--- src/rtl/pe_tc_pkg.sv ---
package pe_tc_pkg;
  localparam int REG_AW = 2;
  localparam logic [REG_AW-1:0] A_START  = 2'd0;
  localparam logic [REG_AW-1:0] A_FINISH = 2'd1;
  localparam logic [REG_AW-1:0] A_XFER   = 2'd2;
  localparam logic [REG_AW-1:0] A_STATUS = 2'd3;

  localparam int S_BUSY  = 0;
  localparam int S_PEND  = 1;
  localparam int S_BAD   = 2;
  localparam int S_OVR   = 3;
  localparam int S_XBUSY = 4;
  localparam int S_XFIN  = 5;
  localparam int STAT_W  = 6;
endpackage

--- src/rtl/pe_grant_dec.sv ---
module pe_grant_dec #(
  parameter int NUM_TASKS = 4,
  parameter int ID_W      = 3
) (
  input  logic [ID_W-1:0]      id,
  output logic [NUM_TASKS-1:0] onehot,
  output logic                 ok
);
  for (genvar g = 0; g < NUM_TASKS; g++) begin : g_dec
    assign onehot[g] = (id == ID_W'(g));
  end
  assign ok = |onehot;
endmodule

--- src/rtl/pe_task_seq.sv ---
module pe_task_seq #(
  parameter int NUM_TASKS = 4,
  parameter int ID_W      = 3
) (
  input  logic                 clk,
  input  logic                 rst,
  input  logic                 start_stb,
  input  logic [ID_W-1:0]      start_id,
  input  logic                 fin_clr,
  input  logic                 bad_clr,
  input  logic                 ovr_clr,
  input  logic [NUM_TASKS-1:0] task_ack,
  output logic [NUM_TASKS-1:0] task_req,
  output logic [NUM_TASKS-1:0] mem_sel,
  output logic                 busy,
  output logic                 pend_v,
  output logic                 bad_err,
  output logic                 ovr_err,
  output logic                 fin_v,
  output logic [ID_W-1:0]      fin_id
);
  logic [ID_W-1:0]      cur_id, pend_id;
  logic [NUM_TASKS-1:0] start_oh, pend_oh;
  logic                 start_ok, pend_ok_unused;
  logic                 ack_hit, free_now, start_good;

  pe_grant_dec #(.NUM_TASKS(NUM_TASKS), .ID_W(ID_W)) u_dec_start (
    .id(start_id), .onehot(start_oh), .ok(start_ok));
  pe_grant_dec #(.NUM_TASKS(NUM_TASKS), .ID_W(ID_W)) u_dec_pend (
    .id(pend_id), .onehot(pend_oh), .ok(pend_ok_unused));

  assign ack_hit    = busy && |(task_ack & mem_sel);
  assign free_now   = !busy || ack_hit;
  assign start_good = start_stb && start_ok;

  always_ff @(posedge clk) begin
    if (rst) begin
      task_req <= '0;
      mem_sel  <= '0;
      busy     <= 1'b0;
      cur_id   <= '0;
      pend_v   <= 1'b0;
      pend_id  <= '0;
      bad_err  <= 1'b0;
      ovr_err  <= 1'b0;
      fin_v    <= 1'b0;
      fin_id   <= '0;
    end else begin
      task_req <= '0;
      if (fin_clr) fin_v <= 1'b0;
      if (bad_clr) bad_err <= 1'b0;
      if (ovr_clr) ovr_err <= 1'b0;
      if (ack_hit) begin
        fin_v  <= 1'b1;
        fin_id <= cur_id;
      end
      if (free_now) begin
        if (pend_v) begin
          busy     <= 1'b1;
          cur_id   <= pend_id;
          mem_sel  <= pend_oh;
          task_req <= pend_oh;
          pend_v   <= start_good;
          if (start_good) pend_id <= start_id;
        end else if (start_good) begin
          busy     <= 1'b1;
          cur_id   <= start_id;
          mem_sel  <= start_oh;
          task_req <= start_oh;
        end else begin
          busy    <= 1'b0;
          mem_sel <= '0;
        end
      end else if (start_good) begin
        if (!pend_v) begin
          pend_v  <= 1'b1;
          pend_id <= start_id;
        end else begin
          ovr_err <= 1'b1;
        end
      end
      if (start_stb && !start_ok) bad_err <= 1'b1;
    end
  end
endmodule

--- src/rtl/pe_xfer_trk.sv ---
module pe_xfer_trk #(
  parameter int DST_W = 4
) (
  input  logic             clk,
  input  logic             rst,
  input  logic             go,
  input  logic [DST_W-1:0] dst_in,
  input  logic             done,
  input  logic             fin_clr,
  output logic             xreq,
  output logic [DST_W-1:0] dst,
  output logic             xfin
);
  always_ff @(posedge clk) begin
    if (rst) begin
      xreq <= 1'b0;
      dst  <= '0;
      xfin <= 1'b0;
    end else begin
      if (fin_clr) xfin <= 1'b0;
      if (xreq) begin
        if (done) begin
          xreq <= 1'b0;
          xfin <= 1'b1;
        end
      end else if (go) begin
        xreq <= 1'b1;
        dst  <= dst_in;
      end
    end
  end
endmodule

--- src/rtl/pe_task_ctrl.sv ---
module pe_task_ctrl
  import pe_tc_pkg::*;
#(
  parameter int NUM_TASKS = 4,
  parameter int ID_W      = 3,
  parameter int DST_W     = 4,
  parameter int DATA_W    = 32
) (
  input  logic                 clk,
  input  logic                 rst,
  input  logic                 reg_wr,
  input  logic                 reg_rd,
  input  logic [REG_AW-1:0]    reg_addr,
  input  logic [DATA_W-1:0]    reg_wdata,
  output logic [DATA_W-1:0]    reg_rdata,
  output logic [NUM_TASKS-1:0] task_req,
  input  logic [NUM_TASKS-1:0] task_ack,
  output logic [NUM_TASKS-1:0] mem_sel,
  output logic                 xfer_req,
  output logic [DST_W-1:0]     xfer_dst,
  input  logic                 xfer_done
);
  logic              wr_start, wr_fin, wr_xfer, wr_stat, rd_fin;
  logic              busy, pend_v, bad_err, ovr_err, fin_v, xfin;
  logic [ID_W-1:0]   fin_id;
  logic [STAT_W-1:0] stat;
  logic              unused_wdata;

  assign wr_start = reg_wr && (reg_addr == A_START);
  assign wr_fin   = reg_wr && (reg_addr == A_FINISH);
  assign wr_xfer  = reg_wr && (reg_addr == A_XFER);
  assign wr_stat  = reg_wr && (reg_addr == A_STATUS);
  assign rd_fin   = reg_rd && (reg_addr == A_FINISH);
  assign unused_wdata = ^reg_wdata;

  pe_task_seq #(.NUM_TASKS(NUM_TASKS), .ID_W(ID_W)) u_seq (
    .clk(clk), .rst(rst),
    .start_stb(wr_start), .start_id(reg_wdata[ID_W-1:0]),
    .fin_clr(wr_fin || rd_fin),
    .bad_clr(wr_stat && reg_wdata[S_BAD]),
    .ovr_clr(wr_stat && reg_wdata[S_OVR]),
    .task_ack(task_ack), .task_req(task_req), .mem_sel(mem_sel),
    .busy(busy), .pend_v(pend_v), .bad_err(bad_err), .ovr_err(ovr_err),
    .fin_v(fin_v), .fin_id(fin_id));

  pe_xfer_trk #(.DST_W(DST_W)) u_xfer (
    .clk(clk), .rst(rst),
    .go(wr_xfer), .dst_in(reg_wdata[DST_W-1:0]), .done(xfer_done),
    .fin_clr(wr_stat && reg_wdata[S_XFIN]),
    .xreq(xfer_req), .dst(xfer_dst), .xfin(xfin));

  always_comb begin
    stat          = '0;
    stat[S_BUSY]  = busy;
    stat[S_PEND]  = pend_v;
    stat[S_BAD]   = bad_err;
    stat[S_OVR]   = ovr_err;
    stat[S_XBUSY] = xfer_req;
    stat[S_XFIN]  = xfin;
  end

  always_ff @(posedge clk) begin
    if (rst) begin
      reg_rdata <= '0;
    end else if (reg_rd) begin
      reg_rdata <= '0;
      case (reg_addr)
        A_FINISH: begin
          reg_rdata[DATA_W-1] <= fin_v;
          reg_rdata[ID_W-1:0] <= fin_id;
        end
        A_XFER:   reg_rdata[DST_W-1:0]  <= xfer_dst;
        A_STATUS: reg_rdata[STAT_W-1:0] <= stat;
        default:  reg_rdata <= '0;
      endcase
    end
  end
endmodule

--- config.mk ---
export PLATFORM = sky130hd
export DESIGN_NAME = pe_task_ctrl
export DESIGN_NICKNAME = d
export VERILOG_FILES = /design/src/rtl/pe_tc_pkg.sv /design/src/rtl/pe_grant_dec.sv /design/src/rtl/pe_task_seq.sv /design/src/rtl/pe_xfer_trk.sv /design/src/rtl/pe_task_ctrl.sv
export SDC_FILE = /design/constraint.sdc
export NUM_CORES = 1
export LEC_CHECK = 0
export BUFFER_PORTS_ARGS = -buffer_cell sky130_fd_sc_hd__buf_2
export CELL_PAD_IN_SITES_DETAIL_PLACEMENT = 2
export CELL_PAD_IN_SITES_GLOBAL_PLACEMENT = 2
export CORE_MARGIN = 2
export CORE_UTILIZATION = 25
export CTS_BUF_LIST = sky130_fd_sc_hd__clkbuf_2 sky130_fd_sc_hd__clkbuf_4 sky130_fd_sc_hd__clkbuf_8
export CTS_CLUSTER_SIZE = 12
export DETAILED_ROUTE_END_ITERATION = 10
export GPL_TIMING_DRIVEN = 0
export PLACE_DENSITY_LB_ADDON = 0.1
export SLEW_MARGIN = 20
export SYNTH_ARGS = -nofsm -noshare
export SYNTH_HDL_FRONTEND = slang
export SYNTH_HIERARCHICAL = 1
export SYNTH_SLANG_ARGS = --single-unit
--- constraint.sdc ---
create_clock -name clk -period 3.2 [get_ports clk]
set_input_delay 0.16 -clock clk [delete_from_list [all_inputs] [get_ports clk]]
set_output_delay 0.16 -clock clk [all_outputs]
set_load 0.1 [all_outputs]
## Word-level counts from Yosys, hierarchy flattened

Cells that the tools add are included.

- Bitwise operators: 3
- Equal/unequal tests: 12
- Reductions and logical operators: 28
- Multiplexer cells: 31

Operators by type and width:

| operator | number |
|---|---|
| $mux 1 | 20 |
| $mux 3 | 6 |
| $eq 3x2->1 const B | 4 |
| $logic_and 1x1->1 | 11 |
| $pmux 3 s3 | 1 |
| $mux 4 | 2 |
| $reduce_bool 2->1 | 4 |
| $reduce_or 4->1 | 2 |
| $eq 3x1->1 const B | 2 |
| $logic_not 3->1 | 2 |
| $and 4x4->4 | 1 |
| $eq 2x2->1 const B | 2 |
| $ne 2x2->1 const B | 2 |
| $reduce_and 2->1 | 2 |
| $reduce_and 4->1 | 1 |
| $eq 2x1->1 const B | 1 |
| $logic_not 1->1 | 2 |
| $logic_not 2->1 | 1 |
| $logic_or 1x1->1 | 2 |
| $mux 2 | 1 |
| $ne 2x1->1 const B | 1 |
| $not 1->1 | 2 |
| $pmux 1 s2 | 1 |
| $reduce_or 2->1 | 1 |

- Word-level logic and storage cells: 88
- Input bits: 43
- Flip-flop bits (word level): 35
- Output and inout bits: 45

## Longest topological paths before layout

- Depth after elaboration: 7
- Mapped depth: 6
- Mapped depth without buffers: 5

## Cells and area by module

Netlist, hierarchy kept.

By module, submodules not included:

| module | sequential area each (µm²) | cells each | area each (µm²) | instances |
|---|---|---|---|---|
| pe_task_seq | 440.4 | 94 | 932.1 | 1 |
| pe_task_ctrl | 140.1 | 71 | 589.3 | 1 |
| pe_xfer_trk | 120.1 | 24 | 255.2 | 1 |
| pe_grant_dec | 0.0 | 5 | 32.5 | 2 |

## Worst setup path before layout

No wires, ideal clock.

- Path type: register to register
- Start point: register u_seq.mem_sel[0]
- End point: register u_seq.pend_id[0]
- Arrival: 1,920 ps
- Path slack: 1,208 ps
- Library setup time: 72 ps
- Required time: 3,128 ps
- Cell stages (with the launch flop): 6
- Clock period less this slack: 1,992 ps
- Path buffers: 1
- Cell sequence: dfxtp_1 a22oi_2 and3_1 buf_6 mux2i_4 mux2i_1

- Cells in the longest elaborated chain, start to end: 6
- Elaborated cells on any way between the ends: 9
- Classes of those cells: 2 x eq/ne; 1 x mux; 1 x bitwise; 5 x reduce/logical

Ends and longest elaborated chain:

| item | RTL line | text |
|---|---|---|
| start: declaration | pe_task_seq.sv:14 | `output logic [NUM_TASKS-1:0] mem_sel,` |
| start signal: assignment | pe_task_seq.sv:61 | `mem_sel <= pend_oh;` |
| start signal: assignment | pe_task_seq.sv:68 | `mem_sel <= start_oh;` |
| $and 4x4->4 (*) | pe_task_seq.sv:32 | `assign ack_hit = busy && \|(task_ack & mem_sel);` |
| $reduce_or 4->1 (*) | pe_task_seq.sv:32 |  |
| $logic_and 1x1->1 (*) | pe_task_seq.sv:32 |  |
| $logic_or 1x1->1 (*) | pe_task_seq.sv:33 | `assign free_now = !busy \|\| ack_hit;` |
| $ne 2x1->1 (no line), or another cell as far along | - |  |
| $reduce_and 4->1 (no line) | - |  |
| end signal: assignment | pe_task_seq.sv:64 | `if (start_good) pend_id <= start_id;` |
| end signal: assignment | pe_task_seq.sv:77 | `pend_id <= start_id;` |
| end: declaration | pe_task_seq.sv:22 | `logic [ID_W-1:0] cur_id, pend_id;` |

Every way passes the cells marked *; elsewhere a longest branch is shown, timed or not.
A chain may end at the register's enable or synchronous reset.

## Final worst setup path

- Start point: input port reg_addr[1]
- End point: register u_seq.mem_sel[1]

- Cells in the longest elaborated chain, start to end: 5

Ends and longest elaborated chain:

| item | RTL line | text |
|---|---|---|
| start: declaration | pe_task_ctrl.sv:13 | `input logic [REG_AW-1:0] reg_addr,` |
| $logic_not 2->1 | pe_task_ctrl.sv:29 | `assign wr_start = reg_wr && (reg_addr == A_START);` |
| $logic_and 1x1->1 | pe_task_ctrl.sv:29 |  |
| via wr_start | pe_task_ctrl.sv:23 | `logic wr_start, wr_fin, wr_xfer, wr_stat, rd_fin;` |
| $logic_and 1x1->1 | pe_task_seq.sv:34 | `assign start_good = start_stb && start_ok;` |
| $mux 4 | pe_task_seq.sv:65 | `end else if (start_good) begin` |
| $mux 4 | pe_task_seq.sv:58 | `if (pend_v) begin` |

The timed path passes the listed nets, and every way through them passes these cells.

==> metrics.log <==
[metrics] run status: finished clean
[metrics] initial drt markers: 35
[metrics] Die X-Extent: 89.7 um
[metrics] setup slack of the most critical reg-to-reg path: 1.70 ns
[metrics] CTS Buffer Depth: 2
[metrics] share of total power in combinational logic: 24.3%
[metrics] deepest level of the CTS H-tree: 2
[metrics] # Post-CTS Setup Buffers: 0
[metrics] Max Clock Freq: 0.645 GHz
[metrics] detailed-route wire length: 4990 um
[metrics] antenna viol nets, final: 0
[metrics] diodes inserted: 0
[metrics] required time of the critical path: 3.40 ns
[metrics] Synth Cell Area: 0.00184 mm^2
[metrics] via count normalized by instance count: 4.33
[metrics] ratio of final minimum period to clock period: 48.5%
[metrics] Avg Synthesized Cell Area: 9.28 um^2
[metrics] placed cell areas: 0.00222 mm^2
[metrics] DR DRC count: 0
[metrics] number of top-level pins: 88
[metrics] number of global-route vias before repair: 1581
[metrics] final critical-path setup slack: 1.65 ns
[metrics] area delta synth->final: 27.0%
[metrics] path class of the lowest-slack min-delay path: in2reg
[metrics] number of optimization iterations in the first detailed-route pass: 4
[metrics] wire length of the first global-routing pass: 8080 um
[metrics] hold depth: 3
[metrics] Maximum Capacitance Violations: 0
[metrics] DP HPWL: 3860 um
[metrics] reported net switching power: 0.397 mW
[metrics] number of nets in the layout: 306
[metrics] gate count after technology mapping: 198
[metrics] clock-pin slew on the worst setup and hold paths: 0.07 ns
[metrics] largest net degree at the start of global routing: 25
[metrics] nature of the critical path endpoint: flip-flop
[metrics] number of gates resized after CTS: 0
[metrics] global placement routability congestion: 0.670
[metrics] Endpoint, Worst Hold: u_xfer/xfin
[metrics] Die Span Y: 89.7 um
[metrics] sequential share of power: 40.0%
[metrics] setup repair after global routing missed its margin: no
[metrics] die area: 0.00805 mm^2
[metrics] Core ar.: 0.00718 mm^2
[metrics] Root Driver: sky130_fd_sc_hd__clkbuf_8
[metrics] class of the most critical setup path: in2reg
[metrics] post-route worst hold slack: 0.141 ns
[metrics] worst slack after detailed placement: 1.31 ns
[metrics] Worst R2R End: u_seq/pend_id[2]
[metrics] global router's overall resource usage: 12.5%
[metrics] # setup viols final: 0
[metrics] Post-CTS Hold Fix Bufs: 0
[metrics] proportion of power drawn by the clock network: 35.7%
[metrics] Buffers on Ports: 34
[metrics] IR Drop Worst-Case VDD: 0.121 mV
[metrics] total congestion overflow after global routing: 0
[metrics] Crit path arrival time: 1.75 ns
[metrics] Min Clock Period, post-route: 1.55 ns
[metrics] worst-case clock skew: 0.00486 ns
[metrics] most common cell after layout, fill and taps aside: sky130_fd_sc_hd__buf_2
[metrics] Warnings, synthesis: 6
[metrics] layout cells sized above 1: 33.7%
[metrics] finished layout cell area: 0.00233 mm^2
[metrics] hold violation count in the final report: 0
[metrics] normalized max-slew margin: 64.5%
[metrics] detail-routed net length per standard cell: 13.7 um
[metrics] total count of max-transition violations in the final report: 0
[metrics] cell count of the worst reg-to-reg path: 5
[metrics] switching part of the total power: 35.1%
[metrics] Worst-Margin Slew: 0.532 ns
[metrics] startpoint types: input pin
[metrics] Setup Total Neg Slack: 0 ns
[metrics] clock latency of the later-clocked register in the worst-skew pair: 0.29 ns
[metrics] number of vias after detailed routing: 1570
[metrics] leakage power: 1.02 nW
[metrics] Internal Power: 0.733 mW
[metrics] total CTS buffers: 5
[metrics] TritonCTS clock tree: built
[metrics] number of antenna violations at the first check in global routing: 0
[metrics] source of the worst hold timing path: xfer_done
[metrics] number of placement rows: 31
[metrics] Max Fanout on Critical Path: 8
[metrics] power per cell area: 484 mW/mm^2
[metrics] worst reg2reg path startpoint: u_seq/mem_sel[2]
[metrics] initial core utilization: 25.6%
[metrics] clock tree sinks: 35
[metrics] leading cell types in the layout, fill and taps excluded: sky130_fd_sc_hd__buf_2 (37), sky130_fd_sc_hd__dfxtp_1 (35), sky130_fd_sc_hd__buf_4 (25), sky130_fd_sc_hd__conb_1 (25), sky130_fd_sc_hd__nor2_1 (15)
-- per-layer routing --
metal  share of wire (%)  vias to the layer above  global-route usage [%]
met4                0.96                        0                    3.46
li1                    -                      775                       -
met5                   0                        -                       0
met2                  49                       30                    20.8
met3                 4.3                        5                    3.27
met1                  46                      760                    16.1
-- state kept, by name, indices dropped and copies added (netlist names) --
name / flops
u_seq/pend_v: 1
u_seq/busy: 1
u_seq/mem_sel: 4
u_seq/ovr_err: 1
u_seq/fin_id: 3
reg_rdata: 7
u_seq/cur_id: 3
u_seq/bad_err: 1
u_xfer/dst: 4
u_seq/pend_id: 3
u_seq/task_req: 4
u_xfer/xfin: 1
u_xfer/xreq: 1
u_seq/fin_v: 1
-- layout make-up --
class,instances,area (um^2)
Buffer,32,233
Clock buffer,5,68.8
Clock inverter,3,43.8
Fill cell,863,4840
Inverter,2,7.51
Multi-Input combinational cell,153,987
Sequential cell,35,701
Tap cell,99,124
Timing Repair Buffer,34,170
-- power groups by stage --
stage / Sequential [mW] / Combinational (mW) / Clock, mW
floorplan: 0.504 / 0.195 / 0
global placement: 0.462 / 0.273 / 0
detailed placement: 0.463 / 0.275 / 0
CTS: 0.452 / 0.275 / 0.419
global route: 0.454 / 0.287 / 0.448
finish: 0.452 / 0.275 / 0.403
-- worst max path at each step --
stage | from | to
2_1_floorplan | u_seq/mem_sel[0] | u_seq/pend_id[0]
3_3_place_gp | reg_addr[1] | u_seq/mem_sel[2]
3_5_place_dp | reg_wr | u_seq/mem_sel[2]
4_1_cts | reg_wr | u_seq/mem_sel[2]
5_1_grt | reg_wr | u_seq/cur_id[0]
6_report | reg_addr[1] | u_seq/mem_sel[1]
-- critical path: stages --
cell and delay [ns]:
sky130_fd_sc_hd__buf_2 0.15, sky130_fd_sc_hd__nor3b_1 0.48, sky130_fd_sc_hd__nand2_1 0.30, sky130_fd_sc_hd__nor3b_1 0.32, sky130_fd_sc_hd__a21oi_1 0.10, sky130_fd_sc_hd__a211oi_1 0.24
-- metrics by stage --
step / utilization, % / instances / total power, mW
finish: 32.5 / 363 / 1.13
global route: 32.5 / 363 / 1.19
CTS: 32.5 / 363 / 1.15
detailed placement: 31.0 / 355 / 0.737
global placement: 31.0 / 355 / 0.735
floorplan: - / 222 / 0.698
Power figures use the tool's default switching activity.
